<file path="src/rtl/lcmp_pkg.sv">
package lcmp_pkg;
  parameter int unsigned MANT_W  = 12;
  parameter int unsigned EXP_W   = 4;
  parameter int unsigned EXP_TOP = 11;
  parameter int unsigned WORD_W  = EXP_W + MANT_W;
  parameter int unsigned LIN_W   = MANT_W + EXP_TOP;
  parameter int unsigned FC_W    = 2;
  parameter int unsigned MODE_W  = 2;

  localparam logic [EXP_W-1:0]  AUTO_RANGE = 4'hC;
  localparam logic [MODE_W-1:0] MODE_OFF   = 2'b00;

  typedef logic [WORD_W-1:0] word_t;
  typedef logic [LIN_W-1:0]  lin_t;
endpackage

</file>
<file path="src/rtl/lcmp_rst_sync.sv">
module lcmp_rst_sync #(
  parameter int unsigned STAGES = 2
) (
  input  logic clk,
  input  logic rst_n,
  output logic sync_rst_n
);
  logic [STAGES-1:0] chain_q;
  logic [STAGES-1:0] chain_d;

  always_comb begin
    chain_d = {chain_q[STAGES-2:0], 1'b1};
  end

  always_ff @(posedge clk or negedge rst_n) begin
    if (!rst_n) chain_q <= '0;
    else        chain_q <= chain_d;
  end

  assign sync_rst_n = chain_q[STAGES-1];
endmodule

</file>
<file path="src/rtl/lcmp_linearize.sv">
module lcmp_linearize
  import lcmp_pkg::*;
(
  input  word_t word_in,
  output lin_t  lin_out
);
  logic [EXP_W-1:0]  exp_f;
  logic [MANT_W-1:0] mant_f;
  logic [EXP_W-1:0]  exp_eff;

  always_comb begin
    exp_f   = word_in[WORD_W-1:MANT_W];
    mant_f  = word_in[MANT_W-1:0];
    exp_eff = (exp_f > EXP_W'(EXP_TOP)) ? EXP_W'(EXP_TOP) : exp_f;
    lin_out = LIN_W'(mant_f) << exp_eff;
  end
endmodule

</file>
<file path="src/rtl/lcmp_fault_track.sv">
module lcmp_fault_track
  import lcmp_pkg::*;
#(
  parameter int unsigned CODE_W = FC_W
) (
  input  logic              clk,
  input  logic              rst_n,
  input  logic              valid,
  input  logic              fault,
  input  logic [CODE_W-1:0] fc_code,
  output logic              flag
);
  localparam int unsigned MAX_RUN = 1 << ((1 << CODE_W) - 1);
  localparam int unsigned CNT_W   = $clog2(MAX_RUN) + 1;

  logic [CNT_W-1:0] run_q, run_d;
  logic             flag_q, flag_d;
  logic [CNT_W-1:0] need;

  always_comb begin
    need   = CNT_W'(1) << fc_code;
    run_d  = run_q;
    flag_d = flag_q;
    if (valid) begin
      if (fault) begin
        run_d  = (run_q >= CNT_W'(MAX_RUN)) ? CNT_W'(MAX_RUN) : run_q + CNT_W'(1);
        flag_d = (run_d >= need);
      end else begin
        run_d  = '0;
        flag_d = 1'b0;
      end
    end
  end

  always_ff @(posedge clk or negedge rst_n) begin
    if (!rst_n) begin
      run_q  <= '0;
      flag_q <= 1'b0;
    end else if (valid) begin
      run_q  <= run_d;
      flag_q <= flag_d;
    end
  end

  assign flag = flag_q;

  p_run_bound_r4: assert property (@(posedge clk) disable iff (!rst_n)
    run_q <= CNT_W'(MAX_RUN));

  p_single_sets_r4: assert property (@(posedge clk) disable iff (!rst_n)
    valid && fault && (fc_code == '0) |=> flag);

  p_pass_clears_r5: assert property (@(posedge clk) disable iff (!rst_n)
    valid && !fault |=> !flag && (run_q == '0));

  p_idle_holds_r10: assert property (@(posedge clk) disable iff (!rst_n)
    !valid |=> $stable(flag) && $stable(run_q));
endmodule

</file>
<file path="src/rtl/lcmp_ready_flag.sv">
module lcmp_ready_flag
  import lcmp_pkg::*;
(
  input  logic              clk,
  input  logic              rst_n,
  input  logic              conv_done,
  input  logic              cfg_rd,
  input  logic              cfg_wr,
  input  logic [MODE_W-1:0] cfg_wr_mode,
  output logic              ready
);
  logic ready_q, ready_d;
  logic clr_req;

  always_comb begin
    clr_req = cfg_rd || (cfg_wr && (cfg_wr_mode != MODE_OFF));
    ready_d = ready_q;
    if (conv_done)    ready_d = 1'b1;
    else if (clr_req) ready_d = 1'b0;
  end

  always_ff @(posedge clk or negedge rst_n) begin
    if (!rst_n) ready_q <= 1'b0;
    else        ready_q <= ready_d;
  end

  assign ready = ready_q;

  p_done_sets_r7: assert property (@(posedge clk) disable iff (!rst_n)
    conv_done |=> ready);

  p_cfg_clears_r8: assert property (@(posedge clk) disable iff (!rst_n)
    !conv_done && (cfg_rd || (cfg_wr && cfg_wr_mode != MODE_OFF)) |=> !ready);

  p_quiet_holds_r8: assert property (@(posedge clk) disable iff (!rst_n)
    !conv_done && !cfg_rd && !(cfg_wr && cfg_wr_mode != MODE_OFF) |=> $stable(ready));
endmodule

</file>
<file path="src/rtl/lcmp_limit_monitor.sv">
module lcmp_limit_monitor
  import lcmp_pkg::*;
(
  input  logic        clk,
  input  logic        rst_n,
  input  logic        res_valid,
  input  logic [15:0] res_word,
  input  logic [15:0] lo_limit,
  input  logic [15:0] hi_limit,
  input  logic [1:0]  fault_cnt,
  input  logic        mask_exp,
  input  logic [3:0]  range_code,
  input  logic        cfg_rd,
  input  logic        cfg_wr,
  input  logic [1:0]  cfg_wr_mode,
  output logic [15:0] res_readback,
  output logic        flag_hi,
  output logic        flag_lo,
  output logic        conv_ready
);
  localparam int unsigned N_OPS   = 3;
  localparam int unsigned OP_RES  = 0;
  localparam int unsigned OP_HI   = 1;
  localparam int unsigned OP_LO   = 2;
  localparam int unsigned N_SIDES = 2;

  logic sys_rst_n;

  lcmp_rst_sync #(.STAGES(2)) u_rst (
    .clk        (clk),
    .rst_n      (rst_n),
    .sync_rst_n (sys_rst_n)
  );

  word_t op_word [N_OPS];
  lin_t  op_lin  [N_OPS];

  assign op_word[OP_RES] = res_word;
  assign op_word[OP_HI]  = hi_limit;
  assign op_word[OP_LO]  = lo_limit;

  for (genvar g = 0; g < N_OPS; g++) begin : g_lin
    lcmp_linearize u_lin (
      .word_in (op_word[g]),
      .lin_out (op_lin[g])
    );
  end

  logic [N_SIDES-1:0] side_fault;
  logic [N_SIDES-1:0] side_flag;

  always_comb begin
    side_fault[0] = op_lin[OP_RES] > op_lin[OP_HI];
    side_fault[1] = op_lin[OP_RES] < op_lin[OP_LO];
  end

  for (genvar s = 0; s < N_SIDES; s++) begin : g_side
    lcmp_fault_track #(.CODE_W(FC_W)) u_track (
      .clk     (clk),
      .rst_n   (sys_rst_n),
      .valid   (res_valid),
      .fault   (side_fault[s]),
      .fc_code (fault_cnt),
      .flag    (side_flag[s])
    );
  end

  assign flag_hi = side_flag[0];
  assign flag_lo = side_flag[1];

  lcmp_ready_flag u_ready (
    .clk         (clk),
    .rst_n       (sys_rst_n),
    .conv_done   (res_valid),
    .cfg_rd      (cfg_rd),
    .cfg_wr      (cfg_wr),
    .cfg_wr_mode (cfg_wr_mode),
    .ready       (conv_ready)
  );

  logic  hide_exp;
  word_t rb_d, rb_q;

  always_comb begin
    hide_exp = mask_exp && (range_code < AUTO_RANGE);
    rb_d     = rb_q;
    if (res_valid) rb_d = hide_exp ? {{EXP_W{1'b0}}, res_word[MANT_W-1:0]} : res_word;
  end

  always_ff @(posedge clk or negedge sys_rst_n) begin
    if (!sys_rst_n)     rb_q <= '0;
    else if (res_valid) rb_q <= rb_d;
  end

  assign res_readback = rb_q;

  p_mask_zero_r6: assert property (@(posedge clk) disable iff (!sys_rst_n)
    res_valid && mask_exp && (range_code < 4'hC) |=>
      (res_readback[15:12] == 4'h0) && (res_readback[11:0] == $past(res_word[11:0])));

  p_no_mask_r6: assert property (@(posedge clk) disable iff (!sys_rst_n)
    res_valid && !(mask_exp && (range_code < 4'hC)) |=> res_readback == $past(res_word));

  p_hi_single_r2: assert property (@(posedge clk) disable iff (!sys_rst_n)
    res_valid && (fault_cnt == 2'b00) && (op_lin[OP_RES] > op_lin[OP_HI]) |=> flag_hi);

  p_lo_single_r3: assert property (@(posedge clk) disable iff (!sys_rst_n)
    res_valid && (fault_cnt == 2'b00) && (op_lin[OP_RES] < op_lin[OP_LO]) |=> flag_lo);

  p_idle_rb_r10: assert property (@(posedge clk) disable iff (!sys_rst_n)
    !res_valid |=> $stable(res_readback));

  p_reset_quiet_r9: assert property (@(posedge clk)
    !sys_rst_n |-> !flag_hi && !flag_lo && !conv_ready && (res_readback == '0));
endmodule

</file>
<file path="config.mk">
export PLATFORM = sky130hd
export DESIGN_NAME = lcmp_limit_monitor
export DESIGN_NICKNAME = d
export VERILOG_FILES = /design/src/rtl/lcmp_pkg.sv /design/src/rtl/lcmp_rst_sync.sv /design/src/rtl/lcmp_linearize.sv /design/src/rtl/lcmp_fault_track.sv /design/src/rtl/lcmp_ready_flag.sv /design/src/rtl/lcmp_limit_monitor.sv
export SDC_FILE = /design/constraint.sdc
export NUM_CORES = 1
export LEC_CHECK = 0
export ABC_AREA = 1
export BUFFER_PORTS_ARGS = -buffer_cell sky130_fd_sc_hd__clkbuf_2
export CORE_MARGIN = 2
export CORE_UTILIZATION = 46
export DETAILED_ROUTE_END_ITERATION = 10
export MAX_ROUTING_LAYER = met4
export PLACE_DENSITY_LB_ADDON = 0.15
export SLEW_MARGIN = 20
export SYNTH_ARGS = -nofsm -noshare
export SYNTH_HDL_FRONTEND = slang
export SYNTH_SLANG_ARGS = --single-unit
</file>
<file path="constraint.sdc">
create_clock -name clk -period 2.9 [get_ports clk]
set_clock_uncertainty 0.15 [all_clocks]
set_input_delay 0.145 -clock clk [delete_from_list [all_inputs] [get_ports clk]]
set_output_delay 0.145 -clock clk [all_outputs]
set_load 0.05 [all_outputs]
</file>
== Word-level counts from Yosys, hierarchy flattened ==
Index checks and enable logic that the tools add are counted.
Word-level totals
  flip-flop bits (word level): 29
  bits of input ports: 62
  logic and storage cells: 40
  output and inout port bits: 19
Operators by class
  $lt $le $gt $ge: 10
  reduce and logical (&&, ||, !) cells: 5
  muxes and demuxes: 12
  shifts and indexed selects: 4
  $add $sub $neg: 2
Operators by type and width (count)
  $shl 12x4->23: 3
  $mux 4: 7
  $gt 23x23->1: 1
  $lt 23x23->1: 1
  $mux 16: 1
  $gt 4x4->1 const B: 3
  $add 4x1->4 const B: 2
  $ge 4x4->1: 2
  $ge 4x4->1 const B: 2
  $lt 4x4->1 const B: 1
  $mux 1: 4
  $reduce_bool 2->1: 2
  $shl 1x2->4 const A: 1
  $logic_and 1x1->1: 2
  $logic_or 1x1->1: 1

== Depth between registers and ports, before layout ==
Gate-level depths: netlist of the first run.
  depth in word-level cells: 5
  mapped depth: 21
  depth with buffers taken out: 19

== By module ==
From an unflattened synthesis of the first run, not the netlist that was laid out.
Unflattened totals
  cell total of the unflattened synthesis: 842
  area total of the unflattened synthesis: 5192.5 um^2
Modules (own cells, without submodules)
  lcmp_linearize: cells each 158, area each 823.3 um^2, instances 3, seq. area each 0.0 um^2
  lcmp_limit_monitor: cells each 260, area each 1881.8 um^2, instances 1, seq. area each 400.4 um^2
  lcmp_fault_track: cells each 49, area each 369.1 um^2, instances 2, seq. area each 125.1 um^2
  lcmp_rst_sync: cells each 3, area each 53.8 um^2, instances 1, seq. area each 50.0 um^2
  lcmp_ready_flag: cells each 7, area each 48.8 um^2, instances 1, seq. area each 25.0 um^2

== Worst setup path after synthesis of the first run ==
No wires, ideal clock.
  kind: input to register
  start point: input port res_word[15]
  end point: register g_side[0].u_track.flag_q
  data arrival time: 2154 ps
  stages: 18
  buffers on the path: 2
  slack: 514 ps
  setup time: 83 ps
  required time: 2667 ps
  path through: buf_6 > nand2_4 > nand2_4 > buf_8 > o21ai_1 > nand2_1 > o21ai_2 > mux2i_1 > nand2_1 > o21ai_1 > ha_1 > nand2_1 > nor2_1 > nand4_1 > nand3b_1 > nand3_1 > nand2_1 > o21ai_0
On the way
  word-level cells in the longest chain between the ends: 5
RTL lines
  start, declared: RTL line lcmp_limit_monitor.sv:7  | input logic [15:0] res_word,
  $gt 4x4->1: RTL line lcmp_linearize.sv:14  | exp_eff = (exp_f > EXP_W'(EXP_TOP)) ? EXP_W'(EXP_TOP) : exp_f;
  $mux 4 *: RTL line lcmp_linearize.sv:14
  $shl 12x4->23 *: RTL line lcmp_linearize.sv:15  | lin_out = LIN_W'(mant_f) << exp_eff;
  $gt 23x23->1 *: RTL line lcmp_limit_monitor.sv:53  | side_fault[0] = op_lin[OP_RES] > op_lin[OP_HI];
  $mux 1 *: RTL line lcmp_fault_track.sv:25  | if (fault) begin
  end signal, assigned: RTL line lcmp_fault_track.sv:41  | flag_q <= flag_d;
  end, declared: RTL line lcmp_fault_track.sv:17  | logic flag_q, flag_d;
Every way passes the cells marked *; elsewhere a longest branch is shown, timed or not.
A chain may end at the register's enable or synchronous reset.

== Final worst setup path of the first run ==
  start point: input port res_word[8]
  end point: register g_side[1].u_track.run_q[3]
On the way
  word-level cells in the longest chain between the ends: 3
RTL lines
  $shl 12x4->23: RTL line lcmp_linearize.sv:15
  $lt 23x23->1: RTL line lcmp_limit_monitor.sv:54  | side_fault[1] = op_lin[OP_RES] < op_lin[OP_LO];
  $mux 4: RTL line lcmp_fault_track.sv:25
  end signal, assigned: RTL line lcmp_fault_track.sv:40  | run_q <= run_d;
  end, declared: RTL line lcmp_fault_track.sv:16  | logic [CNT_W-1:0] run_q, run_d;
Every way passes these cells.

==> results of run 1 <==
metal layers:
layer | track usage | routed length [um]
met5 | - | 0
met4 | 0.0632 | 256
met3 | 0.0111 | 360
met2 | 0.362 | 4870
met1 | 0.278 | 5340
metrics by stage:
stage | setup TNS, ns | total power [mW] | utilization
global placement | 0 | 1.63 | 0.524
CTS | 0 | 2.01 | 0.544
global route | -0.0281 | 2.22 | 0.551
finish | 0 | 2.01 | 0.551
detailed placement | 0 | 1.67 | 0.524
floorplan | 0 | 1.38 | -
cell type report:
| type | count | area [um^2] | share of cell area |
|---|---|---|---|
| clock inverters | 2 | 10.0 | 0.00199 |
| flip-flops and latches | 29 | 727 | 0.144 |
| inverters | 98 | 368 | 0.0730 |
| multi-input cells | 548 | 3090 | 0.612 |
| repair buffers | 106 | 638 | 0.127 |
| well taps | 111 | 139 | 0.0276 |
| clock buffers | 6 | 72.6 | 0.0144 |
cell usage in the layout, fill, tap and decap left out, drive strengths merged, types with 5 or more instances in the layout:
| cell type | synthesis | layout |
|---|---|---|
| nand2 | 232 | 232 |
| inv | 97 | 97 |
| o21ai | 97 | 97 |
| clkbuf | 12 | 84 |
| ha | 57 | 57 |
| nor2 | 46 | 46 |
| a21oi | 34 | 34 |
| dfrtp | 29 | 29 |
| nand3 | 28 | 28 |
| buf | 12 | 18 |
| o22ai | 14 | 14 |
| dlygate4sd3 | 0 | 10 |
| nand4 | 6 | 6 |
| or2 | 6 | 6 |
| mux2i | 5 | 5 |
path summary, 6_finish.rpt:
kind | start | endpoint | slack (ns) | cells past startpoint
worst max-delay path | res_word[8] | g_side[1].u_track.run_q[3] | 0.20 | 16
worst min-delay path | res_word[9] | res_readback[9] | -0.003 | 3
worst max register to register | g_side[0].u_track.run_q[0] | g_side[0].u_track.flag | 0.82 | 10
worst min register to register | u_rst.chain_q[1] | u_ready.ready | 0.13 | 0
max in group asynchronous | u_rst.chain_q[1] | g_side[1].u_track.run_q[1] | 2.08 | 0
min in group asynchronous | rst_n | u_rst.chain_q[0] | 0.03 | 2
power groups by stage:
stage / Sequential, mW / Clock, mW / Combinational [mW]
2_1_floorplan: 0.636 / 0 / 0.745
3_3_place_gp: 0.530 / 0 / 1.10
3_5_place_dp: 0.532 / 0 / 1.14
4_1_cts: 0.526 / 0.323 / 1.16
5_1_grt: 0.535 / 0.338 / 1.35
6_report: 0.525 / 0.313 / 1.18
kinds of logic (layout without fill, tap and decap cells):
group / after synthesis / in the layout
and+or+nand+nor: 324 / 324
AOI/OAI and AO/OA: 161 / 161
buffers and inverters: 122 / 212
adders and majority gates: 57 / 57
DFF: 29 / 29
muxes: 5 / 5
other: 1 / 1
sequential cells by signal (all words and copies together), names as in the netlist:
signal and flops:
g_side.u_track.run_q 8, g_side.u_track.flag 2, u_rst.chain_q 2, u_ready.ready 1, res_readback 16
critical path, delay by kind of cell:
kind | cells | cell delay [ns]
buffers and inverters | 3 | 0.75
and+or+nand+nor | 8 | 1.02
muxes | 1 | 0.13
adders and majority gates | 1 | 0.30
AOI/OAI and AO/OA | 3 | 0.36
repair_timing:
item                                    CTS  global route
endpoints found under the setup margin    0            10
setup buffers                             0             1
hold endpoints to repair                 11             0
resized for setup                         0            16
hold buffers                             10             0
==> results by group, run 1 <==
Outcome
  • Status: complete, but fails checks
  • Failing checks: negative hold slack

Worst hold path
  • Worst min-delay path class: input pin to flop

Clock tree
  • Clock buffer depth: 2
  • CTS Sinks: 29
  • Clock Pin Slew Worst Setup and Hold Paths: around 0.06 ns
  • Worst skew pair latency: ~0.27 ns
  • CTS buffer count: 5
  • CTS tree: done
  • Clk root buf: clkbuf_8
  • H-tree depth: 2

Logic synthesis
  • Largest family of logic cells by synthesized area: simple AND/OR/NAND/NOR gates
  • Post-synth top cells: 223 x nand2_1, 92 x inv_1, 62 x o21ai_0, 57 x ha_1, 42 x nor2_1
  • FF+latch count, synth: 29
  • Syn nets: between 800 and 900
  • Cell count after synthesis: around 700
  • Synth Area in XOR/XNOR: 0
  • Share of the synthesized area in the top cell type: 0.195
  • Cell taking the most area after synthesis: nand2_1
  • Synth Area in Compound Gates: 0.211
  • Area contributors post-synth: nand2_1 20%, dfrtp_1 17%, ha_1 17%
  • EDFF count, synth: 0
  • Top FF cell, synth: dfrtp_1
  • Netlist cell types: 39
  • Post-synthesis mux area share: 0.0117
  • Adder-cell area share of the yosys netlist: 0.166
  • Ys Warns: 0
  • Mapped cell area: 0.00429 mm^2
  • Syn avg cell area: a little over 6 um^2
  • Simple-Gate Fraction of Synth Area: 0.317
  • Ys async rst share: 1.00
  • Sequential-to-total area share from yosys stat: 0.169
  • Most common cell in the netlist: nand2_1

Critical path
  • Master of the slowest instance on the critical path: dlygate4sd3_1
  • Startpoint types: input pin
  • Max incr delay on CP: 0.54 ns
  • CP Max Fanout: 5
  • Worst Setup End Kind: flop
  • CP cell instances: dlygate4sd3_1 > clkbuf_2 > o21ai_2 > nand2_1 > o21ai_2 > mux2i_1 > nand2_1 > inv_1 > ha_1 > nand2_1 > nor2_1 > nand4_1 > nor4_1 > nand2_1 > nand2_2 > a21oi_1
  • Most used cell, CP: nand2_1
  • CP arrival: about 2.7 ns
  • CP required: between 2 and 3 ns
  • Kind of critical path: input pin to flop

Layout
  • Filler-free cell count of the finished design: 900
  • Fillers: 939
  • NumNets Final: approximately 910
  • Layout area overhead: 17.5%
  • N_diodes: 0
  • Post-route cell area: between 0.005 and 0.006 mm^2
  • Ratio of cells with drive above 1 in the final layout: 0.185

Route
  • ANT nets after route: 0
  • DR pass1 iterations: 4
  • Vias post-DR: approximately 4600
  • Drt via density: approximately 5.1
  • Avg WL per Cell: between 10 and 15 um
  • WL final: about 11000 um
  • Iteration-0 DRC count of the detailed router: between 150 and 200
  • Remaining DRCs: 0

Place
  • DP HPWL: between 8000 and 9000 um
  • Inst Count DP: between 800 and 900
  • Place WS: between 0.006 and 0.007 ns
  • Port Buffers: 78
  • Placed Instance Area: 0.00480 mm^2
  • GPL Wtd Cong: around 0.93

Pwr
  • Internal power consumption: 1.07 mW
  • Clock share of power: 0.155
  • Static leakage: 2.82 nW
  • Sw Ratio: 0.470
  • Sequential Power Share: 0.261
  • Power Dens Cells: roughly 400 mW/mm^2
  • Max VDD drop: roughly 230 uV
  • Net Switching: about 0.95 mW
  • Gate power share: 0.584

STA
  • Final setup vio count: 0
  • Min Hold Slack: -0.00322 ns
  • Crit share post-route: 0.933
  • Min Tclk post-route: roughly 2.7 ns
  • Fmax: 0.370 GHz
  • Worst-margin pin slew: roughly 0.60 ns
  • Endpoints failing hold: 1
  • Rel. slew slack: 0.602
  • Max Slew Vio Count: 0
  • Setup ws final: ~0.2 ns

Global route
  • Initial antenna violation count: 0
  • First-pass GRT wire length: 17700 um
  • Vias in the first global route: 4139
  • GRT Resource Usage Total: 0.214
  • Grt total ovfl: 0
  • Largest net degree at the start of global routing: 35

Floorplan
  • Initial Util: 0.469
  • Site Rows: 35
  • Core outline area: a little over 0.009 mm^2
  • IO Pins: a little over 80
  • DIE HEIGHT: 101 um
  • Die footprint: slightly above 0.01 mm^2
  • Die W: 101 um

Job
  • Max cap viols: 0
Power figures use the tool's default switching activity.
==> run 2, diff against run 1 <==
--- a/config.mk
+++ b/config.mk
@@ -11,7 +11,8 @@
 export CORE_UTILIZATION = 46
 export DETAILED_ROUTE_END_ITERATION = 10
 export MAX_ROUTING_LAYER = met4
-export PLACE_DENSITY_LB_ADDON = 0.15
+export PLACE_DENSITY = 0.69
+export SETUP_SLACK_MARGIN = 0.5
 export SLEW_MARGIN = 20
 export SYNTH_ARGS = -nofsm -noshare
 export SYNTH_HDL_FRONTEND = slang
==> run 2 against run 1 <==
  * The flow still finishes with violations (negative hold slack)
  * Sequential share of layout area down 2.2 points
  * Register-to-register slack about the same
  * Setup slack improved by 0.31 ns
  * Highest routed layer unchanged
  * Routed wire length is 17% higher
  * Cell count grew 3.4%
  * Sequential cell count unchanged
  * Global-route usage is 2.1 points higher
  * Combinational power is 23% higher
==> results by group, run 2 (synthesis gave the netlist of run 1 again) <==
STA
  • Worst-margin pin slew: 0.601 ns (was 0.597 ns)
  • Min Tclk post-route: 2.40 ns (was 2.70 ns)
  • Max Slew Vio Count: 0 (unchanged)
  • Endpoints failing hold: 1 (unchanged)
  • Min Hold Slack: -0.0210 ns (was -0.00322 ns)
  • Unrepaired setup endpoints after global routing: true
  • Crit share post-route: 0.826 (was 0.933)
  • Setup tns final: 0 ns (unchanged)
  • Setup ws final: 0.504 ns (was 0.195 ns)
  • Fmax: 0.417 GHz (was 0.370 GHz)
  • Final setup vio count: 0 (unchanged)
  • Rel. slew slack: 0.599 (was 0.602)

Clock tree
  • Clock buffer depth: 2 (unchanged)
  • CTS buffer count: 5 (unchanged)
  • Clk root buf: clkbuf_8 (unchanged)
  • Clock Pin Slew Worst Setup and Hold Paths: 0.06 ns (about the same)
  • H-tree depth: 2 (unchanged)
  • CTS tree: done (unchanged)
  • CTS Sinks: 29 (unchanged)
  • Worst skew pair latency: 0.28 ns (was 0.27 ns)

Job
  • Max cap viols: 0 (unchanged)

Layout
  • Commonest non-fill, non-tap cells in the layout: 206 x nand2_1, 82 x inv_1, 72 x clkbuf_2, 52 x ha_1, 38 x buf_4 (was 222 x nand2_1, 92 x inv_1, 78 x clkbuf_2, 58 x o21ai_0, 57 x ha_1)
  • Final Core Density: 0.650 (was 0.551)
  • Register area: 727 um^2 (unchanged)
  • Layout area overhead: 38.7% (was 17.5%)
  • Fillers: 811 (was 939)
  • Filler-free cell count of the finished design: 931 (was 900)
  • Post-route cell area: 0.00595 mm^2 (was 0.00504 mm^2)
  • Most common cell after layout, fill and taps aside: nand2_1 (unchanged)
  • NumNets Final: 938 (was 907)
  • Ratio of cells with drive above 1 in the final layout: 0.330 (was 0.185)
  • Multi-input logic area: 0.00368 mm^2 (was 0.00309 mm^2)
  • N_diodes: 0 (unchanged)
  • Largest register FFs: 16 (unchanged)

Critical path
  • Top Family by Delay on Critical Path: simple AND/OR/NAND/NOR gates (unchanged)
  • Worst Reg2Reg Path Length in Cells: 11 (was 10)
  • R2r setup slk: 0.83 ns (was 0.82 ns)
  • Kind of critical path: input pin to flop (unchanged)
  • Master of the slowest instance on the critical path: ha_1 (was dlygate4sd3_1)
  • Critical Path Stages: 17 (was 16)
  • Max incr delay on CP: 0.31 ns (was 0.54 ns)
  • Most used cell, CP: a21oi_2 (was nand2_1)
  • R2r startpoint: g_side[1].u_track.run_q[0] (was g_side[0].u_track.run_q[0])
  • Startpoint types: input pin (unchanged)
  • CP required: 2.96 ns (was 2.89 ns)
  • CP arrival: 2.45 ns (was 2.70 ns)
  • CP Max Fanout: 6 (was 5)
  • CP bufs+invs: 3 (unchanged)
  • Reg-to-Reg End: g_side[1].u_track.flag (was g_side[0].u_track.flag)
  • Worst Setup End Kind: flop (unchanged)
  • CP cell instances: buf_6 > nand2_8 > nand2_8 > nor2_1 > a21oi_2 > nand2_1 > o21ai_1 > buf_4 > mux2i_1 > ha_1 > nand4_1 > inv_1 > nand2_1 > nand3_1 > a21oi_2 > nand2_4 > a21oi_2 (was dlygate4sd3_1 > clkbuf_2 > o21ai_2 > nand2_1 > o21ai_2 > mux2i_1 > nand2_1 > inv_1 > ha_1 > nand2_1 > nor2_1 > nand4_1 > nor4_1 > nand2_1 > nand2_2 > a21oi_1)

Floorplan
  • DIE HEIGHT: 101 um (unchanged)
  • Core outline area: 0.00915 mm^2 (unchanged)
  • Die footprint: 0.0101 mm^2 (unchanged)
  • IO Pins: 81 (unchanged)
  • Die W: 101 um (unchanged)
  • Initial Util: 0.469 (unchanged)
  • Site Rows: 35 (unchanged)

Worst hold path
  • Hold worst-path end: res_readback[14] (was res_readback[9])
  • Min-Delay Startpoint: res_word[14] (was res_word[9])
  • Worst min-delay path class: input pin to flop (unchanged)
  • Hold depth: 3 (unchanged)

Route
  • Iteration-0 DRC count of the detailed router: 173 (was 169)
  • DR pass1 iterations: 4 (unchanged)
  • Vias post-DR: 5009 (was 4603)
  • Remaining DRCs: 0 (unchanged)
  • Drt via density: 5.38 (was 5.11)
  • WL final: 12700 um (was 10800 um)
  • Avg WL per Cell: 13.7 um (was 12.0 um)
  • ANT nets after route: 0 (unchanged)

Global route
  • Vias in the first global route: 4401 (was 4139)
  • First-pass GRT wire length: 19100 um (was 17700 um)
  • Initial antenna violation count: 0 (unchanged)
  • GRT Resource Usage Total: 0.236 (was 0.214)
  • Largest net degree at the start of global routing: 35 (unchanged)
  • Grt total ovfl: 0 (unchanged)

Place
  • DP HPWL: 9080 um (was 8950 um)
  • GPL Wtd Cong: 0.948 (was 0.932)
  • Placed Instance Area: 0.00480 mm^2 (about the same)
  • Port Buffers: 78 (unchanged)
  • Place WS: 0.0458 ns (was 0.00659 ns)
  • Inst Count DP: 883 (was 881)

Pwr
  • Static leakage: 3.07 nW (was 2.82 nW)
  • Max VDD drop: 235 uV (was 229 uV)
  • Power Dens Cells: 385 mW/mm^2 (was 400 mW/mm^2)

Outcome
  • Failing checks: negative hold slack (unchanged)
  • Status: complete, but fails checks (unchanged)
run 2: worst max path at each step:
stage	end	slack, ns	start
3_3_place_gp	g_side[0].u_track.run_q[1]	0.14	hi_limit[14]
4_1_cts	g_side[1].u_track.run_q[3]	0.49	lo_limit[14]
2_1_floorplan	g_side[0].u_track.flag	0.51	res_word[15]
6_report	g_side[1].u_track.run_q[2]	0.50	res_word[15]
3_5_place_dp	g_side[0].u_track.run_q[3]	0.05	hi_limit[14]
5_1_grt	g_side[1].u_track.run_q[2]	0.39	res_word[15]
run 2: worst register-to-register path: stages, from the launching register on:
cell and delay [ns]:
dfrtp_1 0.37, inv_1 0.08, ha_1 0.28, inv_1 0.03, nor2_1 0.13, ha_1 0.25, a21boi_0 0.12, o21a_1 0.17
o21ai_0 0.14, nand2_1 0.08, o21ai_0 0.10, a21oi_2 0.04
run 2: area by class of cell:
type	count	share of cell area
Sequential cell	29	0.122
Timing Repair Buffer	133	0.155
Inverter	98	0.0665
Clock buffer	6	0.0122
Multi-Input combinational cell	552	0.619
Tap cell	111	0.0233
Clock inverter	2	0.00168
run 2: metal layers:
metal | up-vias | wire length, um | global-route usage
met2 | 134 | 6450 | 0.422
met4 | 0 | 203 | 0.0527
met5 | - | 0 | -
met3 | 19 | 456 | 0.0160
li1 | 2542 | - | -
met1 | 2314 | 5610 | 0.291
run 2: timing repair:
item                                    4_1_cts  5_1_grt
resized for setup                            68      139
endpoints found under the hold margin         9        0
setup buffers                                13       15
pin swaps                                    19       65
gates cloned                                  2        2
hold buffers                                  8        0
endpoints found under the setup margin       10       10
run 2: report_power, final:
| part | switching, mW | internal, mW |
|---|---|---|
| Combinational | 0.878 | 0.568 |
| Sequential | 0.0543 | 0.472 |
| Clock | 0.153 | 0.166 |
run 2: metrics by stage:
stage	power, mW	hold WS, ns
final	2.29	-0.0210
after global routing	2.49	0.000979
after CTS	2.10	0.00668
after detailed placement	1.67	-0.219
after global placement	1.63	-0.219
after floorplan	1.38	-0.301
